File: config.mk
export PLATFORM = sky130hd
export DESIGN_NAME = rop_blit_engine
export DESIGN_NICKNAME = d
export VERILOG_FILES = /design/src/rtl/blit_pkg.sv /design/src/rtl/blit_rop_unit.sv /design/src/rtl/blit_walker.sv /design/src/rtl/blit_ctrl.sv /design/src/rtl/rop_blit_engine.sv
export SDC_FILE = /design/constraint.sdc
export NUM_CORES = 1
export LEC_CHECK = 0
export ABC_AREA = 1
export CAP_MARGIN = 15
export CORE_MARGIN = 5
export CORE_UTILIZATION = 60
export CTS_CLUSTER_DIAMETER = 100
export CTS_CLUSTER_SIZE = 30
export DETAILED_ROUTE_END_ITERATION = 6
export DONT_BUFFER_PORTS = 1
export GPL_TIMING_DRIVEN = 0
export PLACE_DENSITY = 0.76
export SLEW_MARGIN = 20
export SYNTH_ARGS = -nofsm -noshare
export SYNTH_HDL_FRONTEND = slang
export SYNTH_SLANG_ARGS = --single-unit
export TNS_END_PERCENT = 100
File: constraint.sdc
create_clock -name clk -period 7.9 [get_ports clk]
set_clock_uncertainty 0.1 [all_clocks]
set_input_delay 0.79 -clock clk [delete_from_list [all_inputs] [get_ports clk]]
set_output_delay 0.79 -clock clk [all_outputs]
set_load 0.02 [all_outputs]
File: src/rtl/blit_pkg.sv
package blit_pkg;
  localparam int PIX_W = 16;

  typedef enum logic [2:0] {
    ST_IDLE  = 3'd0,
    ST_RSRC  = 3'd1,
    ST_WSRC  = 3'd2,
    ST_RDST  = 3'd3,
    ST_WDST  = 3'd4,
    ST_WRITE = 3'd5
  } blit_state_e;
endpackage

File: src/rtl/blit_rop_unit.sv
module blit_rop_unit #(
  parameter int DW = 16
) (
  input  logic [3:0]    code_i,
  input  logic [DW-1:0] src_i,
  input  logic [DW-1:0] dst_i,
  output logic [DW-1:0] res_o
);
  // Each output bit looks up the truth table at index {source, destination}.
  for (genvar i = 0; i < DW; i++) begin : g_bit
    assign res_o[i] = code_i[{src_i[i], dst_i[i]}];
  end
endmodule

File: src/rtl/blit_walker.sv
module blit_walker #(
  parameter int AW = 20,
  parameter int PW = 16,
  parameter int XW = 12,
  parameter int YW = 12
) (
  input  logic          clk,
  input  logic          rst_n,
  input  logic          load_i,
  input  logic          adv_i,
  input  logic [AW-1:0] src_i,
  input  logic [AW-1:0] dst_i,
  input  logic [PW-1:0] spitch_i,
  input  logic [PW-1:0] dpitch_i,
  input  logic [XW-1:0] width_i,
  input  logic [YW-1:0] height_i,
  input  logic          bwd_i,
  input  logic          pix16_i,
  input  logic [AW-1:0] mask_i,
  output logic          pitch_bad_o,
  output logic [AW-1:0] src_acc_o,
  output logic [AW-1:0] dst_acc_o,
  output logic          last_o
);
  localparam int SW = PW + 2;
  localparam logic [AW-1:0] A_ONE = AW'(1);

  logic [AW-1:0] s_q, d_q, s_adj_q, d_adj_q;
  logic [AW-1:0] s_n, d_n, s_adj_n, d_adj_n;
  logic [XW-1:0] x_q, x_n, w_q;
  logic [YW-1:0] y_q, y_n, h_q;
  logic          bwd_q, p16_q;

  logic signed [SW-1:0] w_s, sp_s, dp_s, s_off, d_off;
  logic [AW-1:0] step_a, delta_a, s_pt, d_pt, align_m;
  logic [XW:0]   x_sum;
  logic [YW:0]   y_sum;
  logic          row_end;

  // Row corrections from the command fields, evaluated before the load.
  always_comb begin
    w_s   = $signed({{(SW-XW){1'b0}}, width_i});
    sp_s  = $signed({{2{spitch_i[PW-1]}}, spitch_i});
    dp_s  = $signed({{2{dpitch_i[PW-1]}}, dpitch_i});
    s_off = bwd_i ? (sp_s + w_s) : (sp_s - w_s);
    d_off = bwd_i ? (dp_s + w_s) : (dp_s - w_s);
    s_adj_n = {{(AW-SW){s_off[SW-1]}}, s_off};
    d_adj_n = {{(AW-SW){d_off[SW-1]}}, d_off};
    pitch_bad_o = ((sp_s - w_s) < 0) || ((dp_s - w_s) < 0);
  end

  // Per-pixel stepping.
  always_comb begin
    step_a  = {{(AW-2){1'b0}}, p16_q, ~p16_q};
    delta_a = bwd_q ? (~step_a + A_ONE) : step_a;
    x_sum   = {1'b0, x_q} + {{(XW-1){1'b0}}, p16_q, ~p16_q};
    row_end = (x_sum >= {1'b0, w_q});
    y_sum   = {1'b0, y_q} + {{YW{1'b0}}, 1'b1};
    last_o  = row_end && (y_sum == {1'b0, h_q});
    if (load_i) begin
      s_n = src_i;
      d_n = dst_i;
      x_n = '0;
      y_n = '0;
    end else begin
      s_n = s_q + delta_a + (row_end ? s_adj_q : '0);
      d_n = d_q + delta_a + (row_end ? d_adj_q : '0);
      x_n = row_end ? '0 : x_sum[XW-1:0];
      y_n = row_end ? y_sum[YW-1:0] : y_q;
    end
  end

  // Access addresses: backward halfwords reach down one byte, then mask and align.
  always_comb begin
    s_pt = (bwd_q && p16_q) ? (s_q - A_ONE) : s_q;
    d_pt = (bwd_q && p16_q) ? (d_q - A_ONE) : d_q;
    align_m   = ~{{(AW-1){1'b0}}, p16_q};
    src_acc_o = s_pt & mask_i & align_m;
    dst_acc_o = d_pt & mask_i & align_m;
  end

  always_ff @(posedge clk or negedge rst_n) begin
    if (!rst_n) begin
      s_q <= '0; d_q <= '0; x_q <= '0; y_q <= '0;
    end else if (load_i || adv_i) begin
      s_q <= s_n; d_q <= d_n; x_q <= x_n; y_q <= y_n;
    end
  end

  always_ff @(posedge clk or negedge rst_n) begin
    if (!rst_n) begin
      s_adj_q <= '0; d_adj_q <= '0; w_q <= '0; h_q <= '0;
      bwd_q <= 1'b0; p16_q <= 1'b0;
    end else if (load_i) begin
      s_adj_q <= s_adj_n; d_adj_q <= d_adj_n; w_q <= width_i; h_q <= height_i;
      bwd_q <= bwd_i; p16_q <= pix16_i;
    end
  end
endmodule

File: src/rtl/blit_ctrl.sv
module blit_ctrl
  import blit_pkg::*;
(
  input  logic clk,
  input  logic rst_n,
  input  logic start_i,
  input  logic reject_i,
  input  logic empty_i,
  input  logic ready_i,
  input  logic rvalid_i,
  input  logic skip_i,
  input  logic last_i,
  output logic req_valid_o,
  output logic req_we_o,
  output logic sel_dst_o,
  output logic load_o,
  output logic adv_o,
  output logic cap_src_o,
  output logic cap_dst_o,
  output logic busy_o,
  output logic done_o
);
  blit_state_e st_q, st_n;
  logic busy_q, busy_n, done_q, done_n;

  always_comb begin
    st_n = st_q; busy_n = busy_q; done_n = 1'b0;
    load_o = 1'b0; adv_o = 1'b0; cap_src_o = 1'b0; cap_dst_o = 1'b0;
    case (st_q)
      ST_IDLE: if (start_i) begin
        if (reject_i || empty_i) begin
          done_n = 1'b1;
        end else begin
          load_o = 1'b1; busy_n = 1'b1; st_n = ST_RSRC;
        end
      end
      ST_RSRC: if (ready_i) st_n = ST_WSRC;
      ST_WSRC: if (rvalid_i) begin cap_src_o = 1'b1; st_n = ST_RDST; end
      ST_RDST: if (ready_i) st_n = ST_WDST;
      ST_WDST: if (rvalid_i) begin cap_dst_o = 1'b1; st_n = ST_WRITE; end
      ST_WRITE: if (skip_i || ready_i) begin
        adv_o = 1'b1;
        if (last_i) begin
          st_n = ST_IDLE; busy_n = 1'b0; done_n = 1'b1;
        end else begin
          st_n = ST_RSRC;
        end
      end
      default: st_n = ST_IDLE;
    endcase
  end

  always_comb begin
    req_valid_o = (st_q == ST_RSRC) || (st_q == ST_RDST) || ((st_q == ST_WRITE) && !skip_i);
    req_we_o    = (st_q == ST_WRITE);
    sel_dst_o   = (st_q != ST_RSRC);
    busy_o      = busy_q;
    done_o      = done_q;
  end

  always_ff @(posedge clk or negedge rst_n) begin
    if (!rst_n) begin
      st_q <= ST_IDLE; busy_q <= 1'b0; done_q <= 1'b0;
    end else begin
      st_q <= st_n; busy_q <= busy_n; done_q <= done_n;
    end
  end
endmodule

File: src/rtl/rop_blit_engine.sv
module rop_blit_engine #(
  parameter int AW = 20,
  parameter int PW = 16,
  parameter int XW = 12,
  parameter int YW = 12
) (
  input  logic          clk,
  input  logic          rst_n,
  input  logic          start,
  input  logic [AW-1:0] cmd_src_addr,
  input  logic [AW-1:0] cmd_dst_addr,
  input  logic [PW-1:0] cmd_src_pitch,
  input  logic [PW-1:0] cmd_dst_pitch,
  input  logic [XW-1:0] cmd_width,
  input  logic [YW-1:0] cmd_height,
  input  logic          cmd_backward,
  input  logic          cmd_pix16,
  input  logic [3:0]    cmd_rop,
  input  logic          cmd_key_en,
  input  logic [7:0]    cmd_key_lo,
  input  logic [7:0]    cmd_key_hi,
  input  logic [AW-1:0] cmd_addr_mask,
  output logic          busy,
  output logic          done,
  output logic          mem_req_valid,
  input  logic          mem_req_ready,
  output logic          mem_req_we,
  output logic          mem_req_size,
  output logic [AW-1:0] mem_req_addr,
  output logic [15:0]   mem_req_wdata,
  input  logic          mem_rvalid,
  input  logic [15:0]   mem_rdata
);
  import blit_pkg::*;

  logic [AW-1:0]    mask_q;
  logic [3:0]       rop_q;
  logic             key_en_q, pix16_q;
  logic [PIX_W-1:0] key_q, src_q, res_q, rd_pix, rop_res;
  logic             load, adv, cap_src, cap_dst, sel_dst, skip, last;
  logic             pitch_bad, reject, empty;
  logic [AW-1:0]    src_acc, dst_acc;

  always_comb begin
    reject = !cmd_backward && (cmd_height > YW'(1)) && pitch_bad;
    empty  = (cmd_width == '0) || (cmd_height == '0);
    rd_pix = pix16_q ? mem_rdata : {8'h00, mem_rdata[7:0]};
    skip   = key_en_q && (pix16_q ? (res_q == key_q) : (res_q[7:0] == key_q[7:0]));
    mem_req_addr  = sel_dst ? dst_acc : src_acc;
    mem_req_size  = pix16_q;
    mem_req_wdata = pix16_q ? res_q : {8'h00, res_q[7:0]};
  end

  blit_walker #(.AW(AW), .PW(PW), .XW(XW), .YW(YW)) u_walk (
    .clk(clk), .rst_n(rst_n), .load_i(load), .adv_i(adv),
    .src_i(cmd_src_addr), .dst_i(cmd_dst_addr),
    .spitch_i(cmd_src_pitch), .dpitch_i(cmd_dst_pitch),
    .width_i(cmd_width), .height_i(cmd_height),
    .bwd_i(cmd_backward), .pix16_i(cmd_pix16), .mask_i(mask_q),
    .pitch_bad_o(pitch_bad), .src_acc_o(src_acc), .dst_acc_o(dst_acc), .last_o(last)
  );

  blit_rop_unit #(.DW(PIX_W)) u_rop (
    .code_i(rop_q), .src_i(src_q), .dst_i(rd_pix), .res_o(rop_res)
  );

  blit_ctrl u_ctrl (
    .clk(clk), .rst_n(rst_n), .start_i(start), .reject_i(reject), .empty_i(empty),
    .ready_i(mem_req_ready), .rvalid_i(mem_rvalid), .skip_i(skip), .last_i(last),
    .req_valid_o(mem_req_valid), .req_we_o(mem_req_we), .sel_dst_o(sel_dst),
    .load_o(load), .adv_o(adv), .cap_src_o(cap_src), .cap_dst_o(cap_dst),
    .busy_o(busy), .done_o(done)
  );

  // Command configuration, captured only when a command is accepted.
  always_ff @(posedge clk or negedge rst_n) begin
    if (!rst_n) begin
      mask_q <= '0; rop_q <= '0; key_en_q <= 1'b0; pix16_q <= 1'b0; key_q <= '0;
    end else if (load) begin
      mask_q <= cmd_addr_mask; rop_q <= cmd_rop; key_en_q <= cmd_key_en;
      pix16_q <= cmd_pix16; key_q <= {cmd_key_hi, cmd_key_lo};
    end
  end

  always_ff @(posedge clk or negedge rst_n) begin
    if (!rst_n) src_q <= '0;
    else if (cap_src) src_q <= rd_pix;
  end

  always_ff @(posedge clk or negedge rst_n) begin
    if (!rst_n) res_q <= '0;
    else if (cap_dst) res_q <= rop_res;
  end
endmodule

==> results of run 1 <==
## registers in the layout, summed over array words and instances (netlist names)
| signal | flops |
|---|---|
| u_ctrl.done_o | 1 |
| u_ctrl.busy_o | 1 |
| u_walk.w_q | 12 |
| mask_q | 20 |
| u_walk.s_adj_q | 17 |
| u_walk.d_adj_q | 17 |
| u_walk.y_q | 12 |
| src_q | 16 |
| res_q | 16 |
| u_walk.h_q | 12 |
| u_walk.bwd_q | 1 |
| u_walk.d_q | 20 |
| key_q | 16 |
| key_en_q | 1 |
| u_walk.s_q | 20 |
| rop_q | 4 |
| u_walk.p16_q | 1 |
| u_ctrl.st_q | 3 |
| u_walk.x_q | 12 |
## cell type report
cell class                      instances  area (um2)
Multi-Input combinational cell       1793       10100
Fill cell                            2624        9990
Sequential cell                       202        5060
Inverter                              298        1120
Tap cell                              378         473
Buffer                                 71         385
Clock buffer                           13         325
Clock inverter                          6        85.1
Timing Repair Buffer                    2        55.1
Antenna cell                            1        2.50
## placed cells by master, fill, tap and decap left out, types with 9 or more instances in the layout
cell type / count
o21ai_1: 59
o211ai_1: 10
nand4_1: 26
nor2_1: 168
nand3_1: 144
ha_1: 103
a31oi_1: 15
o21ai_0: 159
xnor2_1: 27
o21a_1: 9
nor3_1: 33
clkbuf_1: 27
a21o_1: 10
nand3b_1: 15
nor4_1: 9
buf_2: 26
o22ai_1: 12
o21bai_1: 11
nand2_1: 688
a21oi_1: 128
clkbuf_16: 13
buf_4: 9
xor2_1: 68
fa_1: 45
inv_1: 291
dfrtp_1: 201
## worst paths after layout
| check | endpoint | slack [ns] | cells past startpoint |
|---|---|---|---|
| worst max-delay path | u_walk.s_q[17] | 0.57 | 33 |
| worst min-delay path | u_walk.s_q[9] | 0.04 | 1 |
| worst max register to register | u_walk.s_q[17] | 0.57 | 33 |
| worst min register to register | u_walk.d_q[18] | 0.39 | 2 |
| max in group asynchronous | u_walk.bwd_q | 6.67 | 2 |
| min in group clk | key_en_q | 0.29 | 2 |
## what timing repair did
| item | CTS | global route |
|---|---|---|
| endpoints found under the hold margin | 202 | 0 |
| hold buffers | 1 | 0 |
| endpoints found under the setup margin | 0 | 0 |
| setup buffers | 0 | 0 |
## power breakdown
part	internal [mW]	switching, mW	total [mW]
clock	0.322	0.405	0.727
combinational	1.36	2.47	3.83
sequential	1.45	0.495	1.95
## kinds of logic after synthesis
logic type      count (synthesis)
xor+xnor                       97
flops                         202
simple gates                 1100
buf+inv                       369
fa+ha+maj                     148
compound gates                440
mux                             8
## per-layer routing
metal  track usage [%]  share of wire [%]  vias to the layer above
li1                  -                  -                     7690
met2              53.8                 45                      715
met1              46.5                 42                     7471
met3              5.19                8.5                      126
met5                 0                  0                        -
met4              13.3                4.4                        0
## per-stage QoR
stage	area, um2	total power [mW]	std cells	worst slack (ns)
detailed placement	17200	5.67	2742	0.697
floorplan	16700	4.67	2364	2.16
global placement	17200	5.56	2742	0.826
global route	17600	7.09	2764	0.113
finish	17600	6.50	2764	0.570
CTS	17600	6.44	2762	0.645
## worst max-delay path: cells and delay by family (launching register included)
kind                       cells  cell delay [ns]
adders and majority gates      6             2.14
and+or+nand+nor               15             1.92
buffers and inverters          7             1.32
AOI/OAI and AO/OA              4             0.94
DFF                            1             0.61
xor gates and xnor gates       1             0.21
==> flow_metrics.py, run 1 <==
metrics = {
    "power": {
        "power_density_nw_per_um2": 369,
        "ir_drop_uv": 164,
        "leakage_nw": 9.15,
    },
    "placed_design": {
        "dpl.hpwl_um": 42700,
        "io_buffers": 0,
        "globalplace.congestion": 1.00,
    },
    "timing": {
        "rsz0062_at_grt": "no",
        "hold_viol": 0,
        "setup_viol": 0,
        "drv_slew": 0,
        "slew_headroom_pct": 36.4,
        "finalCritPeriodShare_pct": 92.8,
        "period_minus_slack_ns": 7.33,
        "clock.fmax_mhz": 136,
        "whs_ns": 0.0377,
        "worst_pin_slew_ns": 0.948,
        "tns_ns": 0,
    },
    "synthesis": {
        "yosysUniqueCellTypes": 52,
        "yosysTopAreaCellShare_pct": 30.3,
        "synth_area_um2": 16700,
        "synth_area_leaders": "dfrtp_1 30%, nand2_1 15%, ha_1 7.7%, inv_1 6.5%, fa_1 5.4%",
        "synth_area_leader_cell": "dfrtp_1",
        "synth-simple-area-share_pct": 27.3,
        "synthMostInstantiatedCell": "nand2_1",
        "yosys_register_bits": 202,
        "synthAdderAreaFrac_pct": 13.1,
        "synth_nets": 2672,
        "synth_commonest_cells": "688 x nand2_1, 291 x inv_1, 202 x dfrtp_1",
        "synth_ff_type": "dfrtp_1",
        "synth_edf_count": 0,
        "synth_top_family_by_area": "simple AND/OR/NAND/NOR gates",
        "synthMuxAreaShare_pct": 0.525,
        "syn_avg_cell_area_um2": 7.06,
        "synth-seq-area-share_pct": 30.3,
        "synth-xor-area-share_pct": 5.25,
        "async_flop_share_pct": 100,
        "yosys_warnings": 0,
        "syn_inst": 2364,
        "synth_compound_area_share_pct": 14.5,
    },
    "die": {
        "start_util_pct": 60.4,
        "die_area_um2": 31300,
        "ioPinCount": 201,
        "die_w_um": 177,
        "rows": 61,
        "core_area_um2": 27600,
        "die_h_um": 177,
    },
    "global_route": {
        "overflow": 0,
        "grt_max_degree": 203,
        "grt_pass1_vias": 15500,
        "grt.total_usage_pct": 33.8,
        "grt_pass1_wl_um": 83600,
        "antenna_found_initial": 1,
    },
    "worst_setup_path": {
        "critical_path.startpoint_type": "flip-flop",
        "critPathKind": "flip-flop to flip-flop",
        "critPathMaxStageDelay_ns": 0.61,
        "slowest_stage": "dfrtp_1",
        "worstPathRequired_ns": 8.19,
        "r2r_start": "u_walk.p16_q",
        "worstSetupEndpointType": "flip-flop",
        "crit_start": "u_walk.p16_q",
        "cp_common_cell": "nand2_1",
        "arrival_ns": 7.62,
        "worst-path-max-fanout": 10,
    },
    "clock_network": {
        "cts.clk_slew.worst_paths_ns": 0.11,
        "clockBufferDepth": 3,
        "cts_tree": "yes",
        "clock_sinks": 202,
        "cts-root-buf": "clkbuf_16",
        "h-tree-depth": 1,
        "clock_latency_ns": 0.50,
        "numCtsBuffers": 12,
        "cts-resized-gates": 0,
    },
    "routing": {
        "drt-wirelength-per-cell_um": 19.4,
        "routed-via-count": 16000,
        "drt_iter0_drc": 1701,
        "routed_wl_um": 53600,
        "drc": 0,
        "vias_per_cell": 5.79,
        "drtPass1Iterations": 5,
        "antenna_left": 0,
    },
    "finish": {
        "layout-drive-gt1-share_pct": 3.90,
        "flow.area_growth_from_synthesis_pct": 5.66,
        "final_nets": 2688,
        "final_util_pct": 63.8,
    },
    "run": {
        "maxCapViolations": 0,
    },
    "status": {
        "status": "finished clean",
    },
    "hold_path": {
        "hp-class": "input pin to async pin",
    },
}
(Power assumes the default switching activity.)
==> run 2, diff against run 1 <==
CORE_UTILIZATION = 59   (was 60)
PLACE_DENSITY = 0.78   (was 0.76)
clock period = 6.2 ns   (was 7.9 ns; I/O delays follow)
==> run 2 against run 1 <==
  * Clock power grew 27%
  * Routed wire length grew 2.4%
  * Critical endpoint unchanged
  * Hold slack gained 0.086 ns
  * Core utilization grew 0.26 points
  * Design area grew 1.2%
  * Sequential power grew 28%
  * Fmax grew 23%
  * Critical path depth shrank 2
  * Via count grew 0.81%
  * Register-to-register slack lost 0.31 ns
  * Power grew 30%
  * Global-route usage grew 0.27 points
==> flow_metrics.py, run 2 (synthesized netlist as in run 1, its figures left out) <==
metrics = {
    "global_route": {
        "grt_pass1_wl_um": 85100,
        "grt_max_degree": 203,
        "grt_pass1_vias": 15500,
        "overflow": 0,
        "antenna_found_initial": 1,
        "grt.total_usage_pct": 34.0,
    },
    "finish": {
        "layout_common_cells": "685 x nand2_1, 290 x inv_1, 200 x dfrtp_1",
        "nFillCells": 2598,
        "fin_area_um2": 17900,
        "register_area_um2": 5060,
        "flow.area_growth_from_synthesis_pct": 6.96,
        "final_common_cell": "nand2_1",
        "final_nets": 2698,
        "layout-drive-gt1-share_pct": 5.30,
        "biggestRegsByFlops": "mask_q (20), u_walk.d_q (20), u_walk.s_q (20)",
        "multi_input_area_um2": 10200,
    },
    "die": {
        "die_area_um2": 31800,
        "start_util_pct": 59.9,
        "rows": 61,
        "die_h_um": 178,
        "core_area_um2": 27900,
        "die_w_um": 178,
        "ioPinCount": 201,
    },
    "placed_design": {
        "globalplace.congestion": 0.991,
        "dpl.hpwl_um": 43400,
        "dp_slack_ns": -1.06,
        "place_area_um2": 17200,
        "io_buffers": 0,
    },
    "routing": {
        "drc": 0,
        "routed-via-count": 16100,
        "drt-wirelength-per-cell_um": 19.8,
        "routed_wl_um": 54900,
        "drtPass1Iterations": 5,
        "drt_iter0_drc": 1519,
        "antenna_left": 0,
        "vias_per_cell": 5.81,
    },
    "timing": {
        "clock.fmax_mhz": 168,
        "hold_viol": 0,
        "setup_viol": 0,
        "worst_slack_ns": 0.261,
        "period_minus_slack_ns": 5.94,
        "worst_pin_slew_ns": 1.03,
        "finalCritPeriodShare_pct": 95.8,
        "slew_headroom_pct": 30.9,
        "drv_slew": 0,
    },
    "clock_network": {
        "h-tree-depth": 1,
        "numCtsBuffers": 12,
        "cts_tree": "yes",
        "clockBufferDepth": 3,
        "cts-root-buf": "clkbuf_16",
        "clock_sinks": 202,
        "cts.clk_slew.worst_paths_ns": 0.12,
        "clock_latency_ns": 0.50,
    },
    "hold_path": {
        "hp-class": "input pin to flip-flop",
        "holdPathStages": 2,
    },
    "power": {
        "clockPowerShare_pct": 11.0,
        "p_int_mw": 4.07,
        "power_density_nw_per_um2": 473,
        "swShare_pct": 51.8,
        "ir_drop_uv": 220,
        "leakage_nw": 9.27,
        "p_seq_share_pct": 29.5,
        "comb_power_share_pct": 59.6,
        "p_switching_mw": 4.37,
    },
    "worst_setup_path": {
        "worstPathRequired_ns": 6.50,
        "cp_common_cell": "nand2_1",
        "arrival_ns": 6.24,
        "worst-path-max-fanout": 10,
        "rr_worst_depth": 31,
        "critPathMaxStageDelay_ns": 0.60,
        "worstSetupEndpointType": "flip-flop",
        "critPathKind": "flip-flop to flip-flop",
        "slowest_stage": "dfrtp_4",
        "critical_path.startpoint_type": "flip-flop",
    },
    "status": {
        "status": "finished clean",
    },
    "run": {
        "maxCapViolations": 0,
    },
}
## run 2: cell count changes in the layout (fill, tap and decap cells not counted), sizes merged
cell         before  now
dlygate4sd3       0    1
inv             296  295
buf              46   56
diode             1    2
clkbuf           40   39
clkinv            7    8
## run 2: path summary, 6_finish.rpt
kind | slack, ns | start | endpoint
max in group asynchronous | 4.35 | rst_n | u_walk.p16_q
max | 0.26 | u_walk.p16_q | u_walk.s_q[17]
min reg2reg | 0.39 | mask_q[18] | mask_q[18]
max reg2reg | 0.26 | u_walk.p16_q | u_walk.s_q[17]
min | 0.12 | cmd_addr_mask[3] | mask_q[3]
min in group asynchronous | 0.56 | rst_n | u_walk.s_q[12]
## run 2: final cells by class
class                   count  area share, %
clock buffers              13           1.82
plain buffers              71           2.28
well taps                 378           2.65
clock inverters             6          0.469
flip-flops and latches    202           28.3
inverters                 298           6.30
diodes                      2         0.0280
repair buffers             12          0.729
multi-input cells        1793           57.4
## run 2: per-layer routing
| metal | share of wire [%] | up-vias | global-route usage, % |
|---|---|---|---|
| met2 | 47 | 721 | 57.0 |
| met3 | 9.1 | 108 | 6.53 |
| met5 | 0 | - | 0 |
| met4 | 3.0 | 0 | 8.95 |
| li1 | - | 7713 | - |
| met1 | 41 | 7590 | 45.6 |
## run 2: stage by stage
stage                     TNS [ns]  instances  utilization, %  hold WS, ns  power [mW]
after floorplan                  0       2364               -        0.224        5.95
after global placement      -15.53       2742            61.6        0.229        7.09
after detailed placement    -18.92       2742            61.6        0.230        7.24
after CTS                        0       2765            63.5        0.122        8.25
after global routing       -0.0939       2773            64.1        0.126        9.15
final                            0       2775            64.1        0.124        8.44
## run 2: repair_timing
item / in CTS / in global routing
hold buffers: 1 / 1
endpoints found under the hold margin: 202 / 54
pin swaps: 3 / 11
gates resized for setup: 14 / 28
endpoints found under the setup margin: 35 / 24
setup buffers: 3 / 6
## run 2: power groups by stage
stage               logic [mW]  registers [mW]  clock network [mW]
finish                    5.03            2.49               0.926
global route              5.62            2.55               0.977
CTS                       4.85            2.47               0.933
detailed placement        4.75            2.49                   0
global placement          4.61            2.47                   0
floorplan                 3.68            2.27                   0
## run 2: worst max-delay path: cells and delay by family (launching register included)
family | cells | cell delay, ns
AOI/OAI and AO/OA | 4 | 0.74
xor gates and xnor gates | 1 | 0.26
adders and majority gates | 6 | 1.87
buffers and inverters | 6 | 0.68
DFF | 1 | 0.60
and+or+nand+nor | 14 | 1.60
